===== src/rtl/vpack_pkg.sv =====
package vpack_pkg;
    parameter int LANES_DEF  = 4;
    parameter int MAX_VL_DEF = 64;
    parameter int RIDX_W_DEF = 6;
    parameter int OP_W_DEF   = 4;
endpackage


===== src/rtl/vpack_slot.sv =====
module vpack_slot #(
    parameter int LANE   = 0,
    parameter int VL_W   = 7,
    parameter int EIDX_W = 6,
    parameter int RIDX_W = 6
) (
    input  logic              busy,
    input  logic [VL_W-1:0]   cnt,
    input  logic [VL_W-1:0]   vl,
    input  logic [RIDX_W-1:0] dst_base,
    input  logic [RIDX_W-1:0] srca_base,
    input  logic [RIDX_W-1:0] srcb_base,
    output logic              valid,
    output logic [EIDX_W-1:0] elem,
    output logic [RIDX_W-1:0] dst,
    output logic [RIDX_W-1:0] srca,
    output logic [RIDX_W-1:0] srcb
);
    // element number held by this slot, one bit wider so no wrap occurs
    logic [VL_W:0]     elem_full;
    logic [RIDX_W-1:0] offs;

    always_comb begin
        elem_full = {1'b0, cnt} + (VL_W+1)'(LANE);
        valid     = busy && (elem_full < {1'b0, vl});
        offs      = RIDX_W'(elem_full);
        elem      = valid ? EIDX_W'(elem_full) : '0;
        dst       = valid ? dst_base  + offs : '0;
        srca      = valid ? srca_base + offs : '0;
        srcb      = valid ? srcb_base + offs : '0;
    end
endmodule


===== src/rtl/vpack_ctrl.sv =====
module vpack_ctrl #(
    parameter int LANES  = 4,
    parameter int VL_W   = 7,
    parameter int RIDX_W = 6,
    parameter int OP_W   = 4
) (
    input  logic              clk,
    input  logic              rst_n,
    input  logic              in_valid,
    input  logic [OP_W-1:0]   in_op,
    input  logic [VL_W-1:0]   in_vl,
    input  logic [RIDX_W-1:0] in_dst,
    input  logic [RIDX_W-1:0] in_srca,
    input  logic [RIDX_W-1:0] in_srcb,
    input  logic              out_ready,
    output logic              busy,
    output logic              last,
    output logic [VL_W-1:0]   cnt,
    output logic [VL_W-1:0]   vl,
    output logic [OP_W-1:0]   op,
    output logic [RIDX_W-1:0] dst_base,
    output logic [RIDX_W-1:0] srca_base,
    output logic [RIDX_W-1:0] srcb_base
);
    typedef struct packed {
        logic              busy;
        logic [VL_W-1:0]   cnt;
        logic [VL_W-1:0]   vl;
        logic [OP_W-1:0]   op;
        logic [RIDX_W-1:0] dst;
        logic [RIDX_W-1:0] srca;
        logic [RIDX_W-1:0] srcb;
    } st_t;

    st_t st_d, st_q;
    logic last_c;

    always_comb begin
        last_c = st_q.busy &&
                 (({1'b0, st_q.cnt} + (VL_W+1)'(LANES)) >= {1'b0, st_q.vl});
        st_d = st_q;
        if (in_valid && !st_q.busy) begin
            // a zero-length descriptor leaves the packer idle
            st_d.busy = (in_vl != '0);
            st_d.cnt  = '0;
            st_d.vl   = in_vl;
            st_d.op   = in_op;
            st_d.dst  = in_dst;
            st_d.srca = in_srca;
            st_d.srcb = in_srcb;
        end else if (st_q.busy && out_ready) begin
            if (last_c) begin
                st_d.busy = 1'b0;
            end else begin
                st_d.cnt = st_q.cnt + VL_W'(LANES);
            end
        end
    end

    always_ff @(posedge clk) begin
        if (!rst_n) begin
            st_q <= '0;
        end else begin
            st_q <= st_d;
        end
    end

    assign busy      = st_q.busy;
    assign last      = last_c;
    assign cnt       = st_q.cnt;
    assign vl        = st_q.vl;
    assign op        = st_q.op;
    assign dst_base  = st_q.dst;
    assign srca_base = st_q.srca;
    assign srcb_base = st_q.srcb;
endmodule


===== src/rtl/vpack_issue.sv =====
module vpack_issue #(
    parameter int LANES  = vpack_pkg::LANES_DEF,
    parameter int MAX_VL = vpack_pkg::MAX_VL_DEF,
    parameter int RIDX_W = vpack_pkg::RIDX_W_DEF,
    parameter int OP_W   = vpack_pkg::OP_W_DEF,
    localparam int VL_W   = $clog2(MAX_VL + 1),
    localparam int EIDX_W = $clog2(MAX_VL)
) (
    input  logic                     clk,
    input  logic                     rst_n,
    input  logic                     in_valid,
    output logic                     in_ready,
    input  logic [OP_W-1:0]          in_op,
    input  logic [VL_W-1:0]          in_vl,
    input  logic [RIDX_W-1:0]        in_dst,
    input  logic [RIDX_W-1:0]        in_srca,
    input  logic [RIDX_W-1:0]        in_srcb,
    output logic                     out_valid,
    input  logic                     out_ready,
    output logic [OP_W-1:0]          out_op,
    output logic                     out_last,
    output logic [LANES-1:0]         slot_valid,
    output logic [LANES*EIDX_W-1:0]  slot_elem,
    output logic [LANES*RIDX_W-1:0]  slot_dst,
    output logic [LANES*RIDX_W-1:0]  slot_srca,
    output logic [LANES*RIDX_W-1:0]  slot_srcb
);
    logic              busy, last;
    logic [VL_W-1:0]   cnt, vl;
    logic [OP_W-1:0]   op;
    logic [RIDX_W-1:0] dst_base, srca_base, srcb_base;

    vpack_ctrl #(
        .LANES(LANES), .VL_W(VL_W), .RIDX_W(RIDX_W), .OP_W(OP_W)
    ) u_ctrl (
        .clk(clk), .rst_n(rst_n), .in_valid(in_valid), .in_op(in_op),
        .in_vl(in_vl), .in_dst(in_dst), .in_srca(in_srca), .in_srcb(in_srcb),
        .out_ready(out_ready), .busy(busy), .last(last), .cnt(cnt), .vl(vl),
        .op(op), .dst_base(dst_base), .srca_base(srca_base), .srcb_base(srcb_base)
    );

    for (genvar k = 0; k < LANES; k++) begin : g_slot
        vpack_slot #(
            .LANE(k), .VL_W(VL_W), .EIDX_W(EIDX_W), .RIDX_W(RIDX_W)
        ) u_slot (
            .busy(busy), .cnt(cnt), .vl(vl),
            .dst_base(dst_base), .srca_base(srca_base), .srcb_base(srcb_base),
            .valid(slot_valid[k]),
            .elem(slot_elem[k*EIDX_W +: EIDX_W]),
            .dst(slot_dst[k*RIDX_W +: RIDX_W]),
            .srca(slot_srca[k*RIDX_W +: RIDX_W]),
            .srcb(slot_srcb[k*RIDX_W +: RIDX_W])
        );
    end

    assign in_ready  = !busy;
    assign out_valid = busy;
    assign out_last  = last;
    assign out_op    = busy ? op : '0;
endmodule


===== config.mk =====
export PLATFORM = sky130hd
export DESIGN_NAME = vpack_issue
export DESIGN_NICKNAME = d
export VERILOG_FILES = /design/src/rtl/vpack_pkg.sv /design/src/rtl/vpack_slot.sv /design/src/rtl/vpack_ctrl.sv /design/src/rtl/vpack_issue.sv
export SDC_FILE = /design/constraint.sdc
export NUM_CORES = 1
export LEC_CHECK = 0
export BUFFER_PORTS_ARGS = -buffer_cell sky130_fd_sc_hd__buf_2
export CAP_MARGIN = 10
export CORE_MARGIN = 2
export CORE_UTILIZATION = 41
export CTS_BUF_LIST = sky130_fd_sc_hd__clkbuf_2
export CTS_CLUSTER_SIZE = 12
export DETAILED_ROUTE_END_ITERATION = 16
export PLACE_DENSITY_LB_ADDON = 0.1
export SLEW_MARGIN = 20
export SYNTH_ARGS = -nofsm -noshare
export SYNTH_HDL_FRONTEND = slang
export SYNTH_SLANG_ARGS = --single-unit

===== constraint.sdc =====
create_clock -name clk -period 6.9 [get_ports clk]
set_input_delay 0.69 -clock clk [delete_from_list [all_inputs] [get_ports clk]]
set_output_delay 0.69 -clock clk [all_outputs]
set_load 0.005 [all_outputs]

---- Yosys cells after proc, flatten, opt, wreduce, memory -nomap -nowiden ----
Index checks and enable logic that the tools add are counted.
word-level totals
  input port bits ......................... 33
  register bits after elaboration ......... 37
  output and inout port bits .............. 107
  logic and storage cells ................. 66
operators by class
  $add $sub $neg .......................... 17
  mux-type cells .......................... 21
  magnitude comparators ................... 5
  bitwise gates (word level) .............. 2
  reductions and logical operators ........ 14
operators with widths
  operator                                                       count
  6-bit 2-to-1 mux                                               16
  6-bit adder                                                    12
  8-bit by 7-bit < comparator with 1-bit output                  3
  7-bit by 2-bit adder with 8-bit output, second input constant  2
  8-bit 2-to-1 mux                                               2
  7-bit by 1-bit adder with 8-bit output, second input constant  1
  7-bit by 3-bit adder with 8-bit output, second input constant  1
  8-bit by 7-bit >= comparator with 1-bit output                 1
  7-bit by 3-bit adder with 7-bit output, second input constant  1
  1-bit logical AND                                              7
  7-bit < comparator                                             1
  7-bit 2-to-1 mux                                               1
  7-bit nonzero test                                             1
  4-bit 2-to-1 mux                                               1
  2-bit AND reduction                                            2
  2-bit nonzero test                                             2
  1-bit NOT                                                      2
  2-bit OR reduction                                             1
  1-bit logical NOT                                              1
  1-bit 2-to-1 mux                                               1

---- Longest topological paths before layout ----
  depth after elaboration ................. 6
  gate-level depth with buffers ........... 9
  depth with buffers taken out ............ 8

---- Modules after synthesis ----
A second synthesis with hierarchy kept.
second synthesis, totals
  cell total of the unflattened synthesis .. 691
  area, all modules ....................... 5403.9 um^2
modules (own cells, without submodules)
  module                          instances  area each (um^2)  seq. area each (um^2)  cells each
  vpack_ctrl                      1          1574.0            700.7                  188
  vpack_slot at g_slot[1].u_slot  1          1007.2            0.0                    133
  vpack_slot at g_slot[3].u_slot  1          977.2             0.0                    136
  vpack_slot at g_slot[2].u_slot  1          945.9             0.0                    123
  vpack_slot at g_slot[0].u_slot  1          870.8             0.0                    106
  vpack_issue                     1          28.8              0.0                    5

---- Worst setup path before layout ----
OpenSTA, ideal clock, no wires.
  path type ............................... reg2out
  from .................................... reg u_ctrl.st_q, in the netlist u_ctrl.cnt[3]
  to ...................................... out out_last
  slack ................................... 4147 ps
  arrival ................................. 2063 ps
  buffers on the path ..................... 0
  stages on the path, launching flop included .. 9
  required time ........................... 6210 ps
  path through ............................ dfxtp_1 -> ha_1 -> nand3_1 -> xnor2_1 -> ha_1 -> nand3_1 -> a21oi_1 -> nor2_1 -> nor2_1
between the ends
  word-level cells in the longest chain between the ends .. 3
ends and longest elaborated chain
  what                                            line               RTL
  from (decl)                                     vpack_ctrl.sv:35   st_t st_d, st_q;
  from (signal assigned)                          vpack_ctrl.sv:64   st_q <= st_d;
  7-bit by 3-bit adder with 8-bit output          vpack_ctrl.sv:40   (({1'b0, st_q.cnt} + (VL_W+1)'(LANES)) >= {1'b0, st_q.vl});
  8-bit by 7-bit >= comparator with 1-bit output  vpack_ctrl.sv:40
  1-bit logical AND                               vpack_ctrl.sv:39   last_c = st_q.busy &&
  to (decl)                                       vpack_issue.sv:21  output logic out_last,
No other way between the ends.

---- Worst setup path after layout ----
  from .................................... reg u_ctrl.st_q, in the netlist u_ctrl.cnt[2]
  to ...................................... out slot_dst[5]
between the ends
  word-level cells in the longest chain between the ends .. 3
  elaborated cells on any way between the ends .. 4
  classes of those cells .................. add/sub (1); order compare (1); mux (1); reduce/logical (1)
ends and longest elaborated chain
  what                  line               RTL
  7-bit < comparator    vpack_slot.sv:25   valid = busy && (elem_full < {1'b0, vl});
  1-bit logical AND     vpack_slot.sv:25
  6-bit 2-to-1 mux (*)  vpack_slot.sv:28   dst = valid ? dst_base + offs : '0;
  to (decl)             vpack_issue.sv:24  output logic [LANES*RIDX_W-1:0] slot_dst,
Every way passes the cells marked *; elsewhere a longest branch is shown, timed or not.

==> results.toml <==
[worst_setup_path]
worst-path-buf-inv = 2
critPathCapture = "slot_dst[5]"
start_kind = "flip-flop"
cp_cell_sequence = "inv_1, ha_1, nor3_1, o21ai_1, a21oi_2, nor3_1, buf_2"
crit_type = "flip-flop to output pin"
cp_max_fo = 23
crit_arrival_ns = 3.27
reg2reg_to = "u_ctrl.cnt[3]$_SDFFE_PP0P_"
r2r_slack_ns = 4.18
cp.depth = 7
cp-end-kind = "output pin"
critPathSlowestCell = "a21oi_2"
reg2reg_from = "u_ctrl.cnt[3]$_SDFFE_PP0P_"
rr_worst_depth = 7
path_delay_family = "compound AO/OA/AOI/OAI gates"
slowest_delay_ns = 0.79
startpoint = "u_ctrl.cnt[2]$_SDFFE_PP0P_"
required_ns = 6.21
crit_top_cell = "nor3_1"

[final_layout]
final_area_mm2 = 0.004026
multi_input_area_mm2 = 0.002357
final_nets = 635
fill_cells = 870
area_delta_synth_final_pct = 19.63
final-seq-area_um2 = 700.7
drive_gt1_frac = 0.2784
instances_no_fill = 669
insertedDiodeCount = 0

[route]
first_pass_iters = 4
drc = 0
drt-initial-drc-count = 88
vias = 3320
routed_wl_um = 9755
drtAntennaViolNets = 0
via_per_inst = 4.963
wl_per_cell_um = 14.58

[global_routing]
antenna_found_initial = 0
grt_start_max_net_pins = 32
grt-ovfl-total = 0
grt_use_total = 0.2149
grt_pass1_wl_um = 15080
grt_pass1_vias = 3036

[hold_path]
min_path_type = "flip-flop to flip-flop"

[clock_tree]
clockBufferDepth = 2
root_buffer = "clkbuf_2"
cts_setup_buffers = 0
cts_tree = "done"
clock_sinks = 35
cts_resized = 0
cts_hold_repair.buffers = 0
cts_buffers = 5
clkTransAtPathRegs_ns = 0.20
htreeDepth = 2
clock_latency_ns = 0.40

[timing]
setup_viol = 0
tightestPinTransition_ns = 1.038
drv_slew = 0
fin_crit_sh = 0.5746
timing.fmax_mhz = 252.2
totalNegativeSetupSlack_ns = 0
hold_violations = 0
slew_headroom = 0.3082
rsz0062_at_grt = "false"
fin_worst_skew_ns = 0.02808
timing.final.crit_period_ns = 3.965
fin_hold_ws_ns = 0.4738

[floorplanning]
io_pins = 140
coreArea_mm2 = 0.008093
rows = 33
die_w_um = 94.61
die_area_mm2 = 0.008950
start_util = 0.4159
die_h_um = 94.61

[synth]
ys_seq_area_frac = 0.2082
synth.largest_area_cell = "dfxtp_1"
netlist_top_cells_area = "dfxtp_1, ha_1, nand2_1"
synth_edf_count = 0
yosys_warnings = 0
ys.flop_type = "dfxtp_1"
synth_most_common_cell = "nand2_1"
synth.top_cell.area_share = 0.2082
synth_area_mm2 = 0.003366
syn_avg_cell_area_um2 = 7.365
synth.distinct_cells = 42
syn_inst = 457
synth_seq_cells = 35
async_flop_share = 0
synthTopCellsByCount = "nand2_1, nor2_1, dfxtp_1"

[place]
gp_congestion = 0.9020
hpwl_um = 7329
dpl_cell_area_mm2 = 0.003981
dp.cells = 661
port_buffers = 135

[run]
maxCapViolCount = 0

[pwr]
power.leakage_nw = 2.000
p_per_area_mw_per_mm2 = 128.6
ir_worst_vdd_uv = 65.58
power_mw = 0.5179

[outcome]
status = "finished, final reports clean"
## report_power, final
part	switching (mW)	internal (mW)	leakage, nW
Sequential	0.0142	0.215	0.287
Combinational	0.116	0.0703	1.69
Clock	0.0786	0.0243	0.0266
## placed cells by master (no fill, tap or decap), drive strengths merged, types with 7 or more instances in the layout
cell type	Yosys	layout
buf	25	137
nand2	73	73
nor2	66	66
dfxtp	35	35
ha	33	33
a21boi	32	32
inv	27	27
xor2	25	25
xnor2	20	20
nor3	19	19
a21oi	12	12
o21ai	10	10
a31oi	9	9
nand3	8	8
and2	8	8
nor3b	7	7
## stage by stage
stage	setup slack (ns)	utilization
after floorplan	4.147	-
after global placement	3.352	0.4920
after detailed placement	3.355	0.4920
after CTS	2.862	0.4975
after global routing	2.655	0.4975
final	2.935	0.4975
## worst min-delay path by stage
stage / endpoint / startpoint / slack (ns) / cells past startpoint
5_1_grt: u_ctrl.op[1]$_SDFFE_PN0P_ / in_op[1] / 0.47 / 3
3_5_place_dp: u_ctrl.op[2]$_SDFFE_PN0P_ / u_ctrl.op[2]$_SDFFE_PN0P_ / 0.45 / 2
2_1_floorplan: u_ctrl.dst_base[4]$_SDFFE_PN0P_ / u_ctrl.dst_base[4]$_SDFFE_PN0P_ / 0.44 / 2
4_1_cts: u_ctrl.dst_base[4]$_SDFFE_PN0P_ / in_dst[4] / 0.47 / 3
3_3_place_gp: u_ctrl.op[2]$_SDFFE_PN0P_ / u_ctrl.op[2]$_SDFFE_PN0P_ / 0.45 / 2
6_report: u_ctrl.op[2]$_SDFFE_PN0P_ / u_ctrl.op[2]$_SDFFE_PN0P_ / 0.47 / 2
## registers in the layout, summed over array words and instances, names as in the netlist
name	cells
u_ctrl.op	4
u_ctrl.busy	1
u_ctrl.dst_base	6
u_ctrl.srca_base	6
u_ctrl.cnt	5
u_ctrl.srcb_base	6
u_ctrl.vl	7
## final cells by class
cell class / count / area share
Clock buffer: 5 / 0.006215
Inverter: 27 / 0.02517
Multi-Input combinational cell: 357 / 0.5855
Sequential cell: 35 / 0.1740
Clock inverter: 3 / 0.004972
Timing Repair Buffer: 137 / 0.1715
Tap cell: 105 / 0.03263
## worst min-delay path, delay by kind of cell (launching register included)
kind	cells	cell delay, ns
flip-flops	1	0.35
AO/OA/AOI/OAI	1	0.06
AND/OR/NAND/NOR	1	0.04
## metal layers
metal / track usage / vias up / wire, um
met1: 0.2887 / 1526 / 4342
met3: 0.02793 / 12 / 590
met4: 0.07246 / 0 / 142
met2: 0.3552 / 94 / 4680
met5: 0 / - / 0
li1: - / 1688 / -
## cell families after synthesis
| logic type | Yosys count | synth area share |
|---|---|---|
| simple gates | 190 | 0.2506 |
| xor+xnor | 45 | 0.1171 |
| mux | 4 | 0.01190 |
| buf+inv | 68 | 0.09888 |
| other cells | 1 | 0.001114 |
| flops | 35 | 0.2082 |
| fa+ha+maj | 39 | 0.1584 |
| compound gates | 75 | 0.1539 |
No activity file was read; power rests on OpenSTA's default activity.
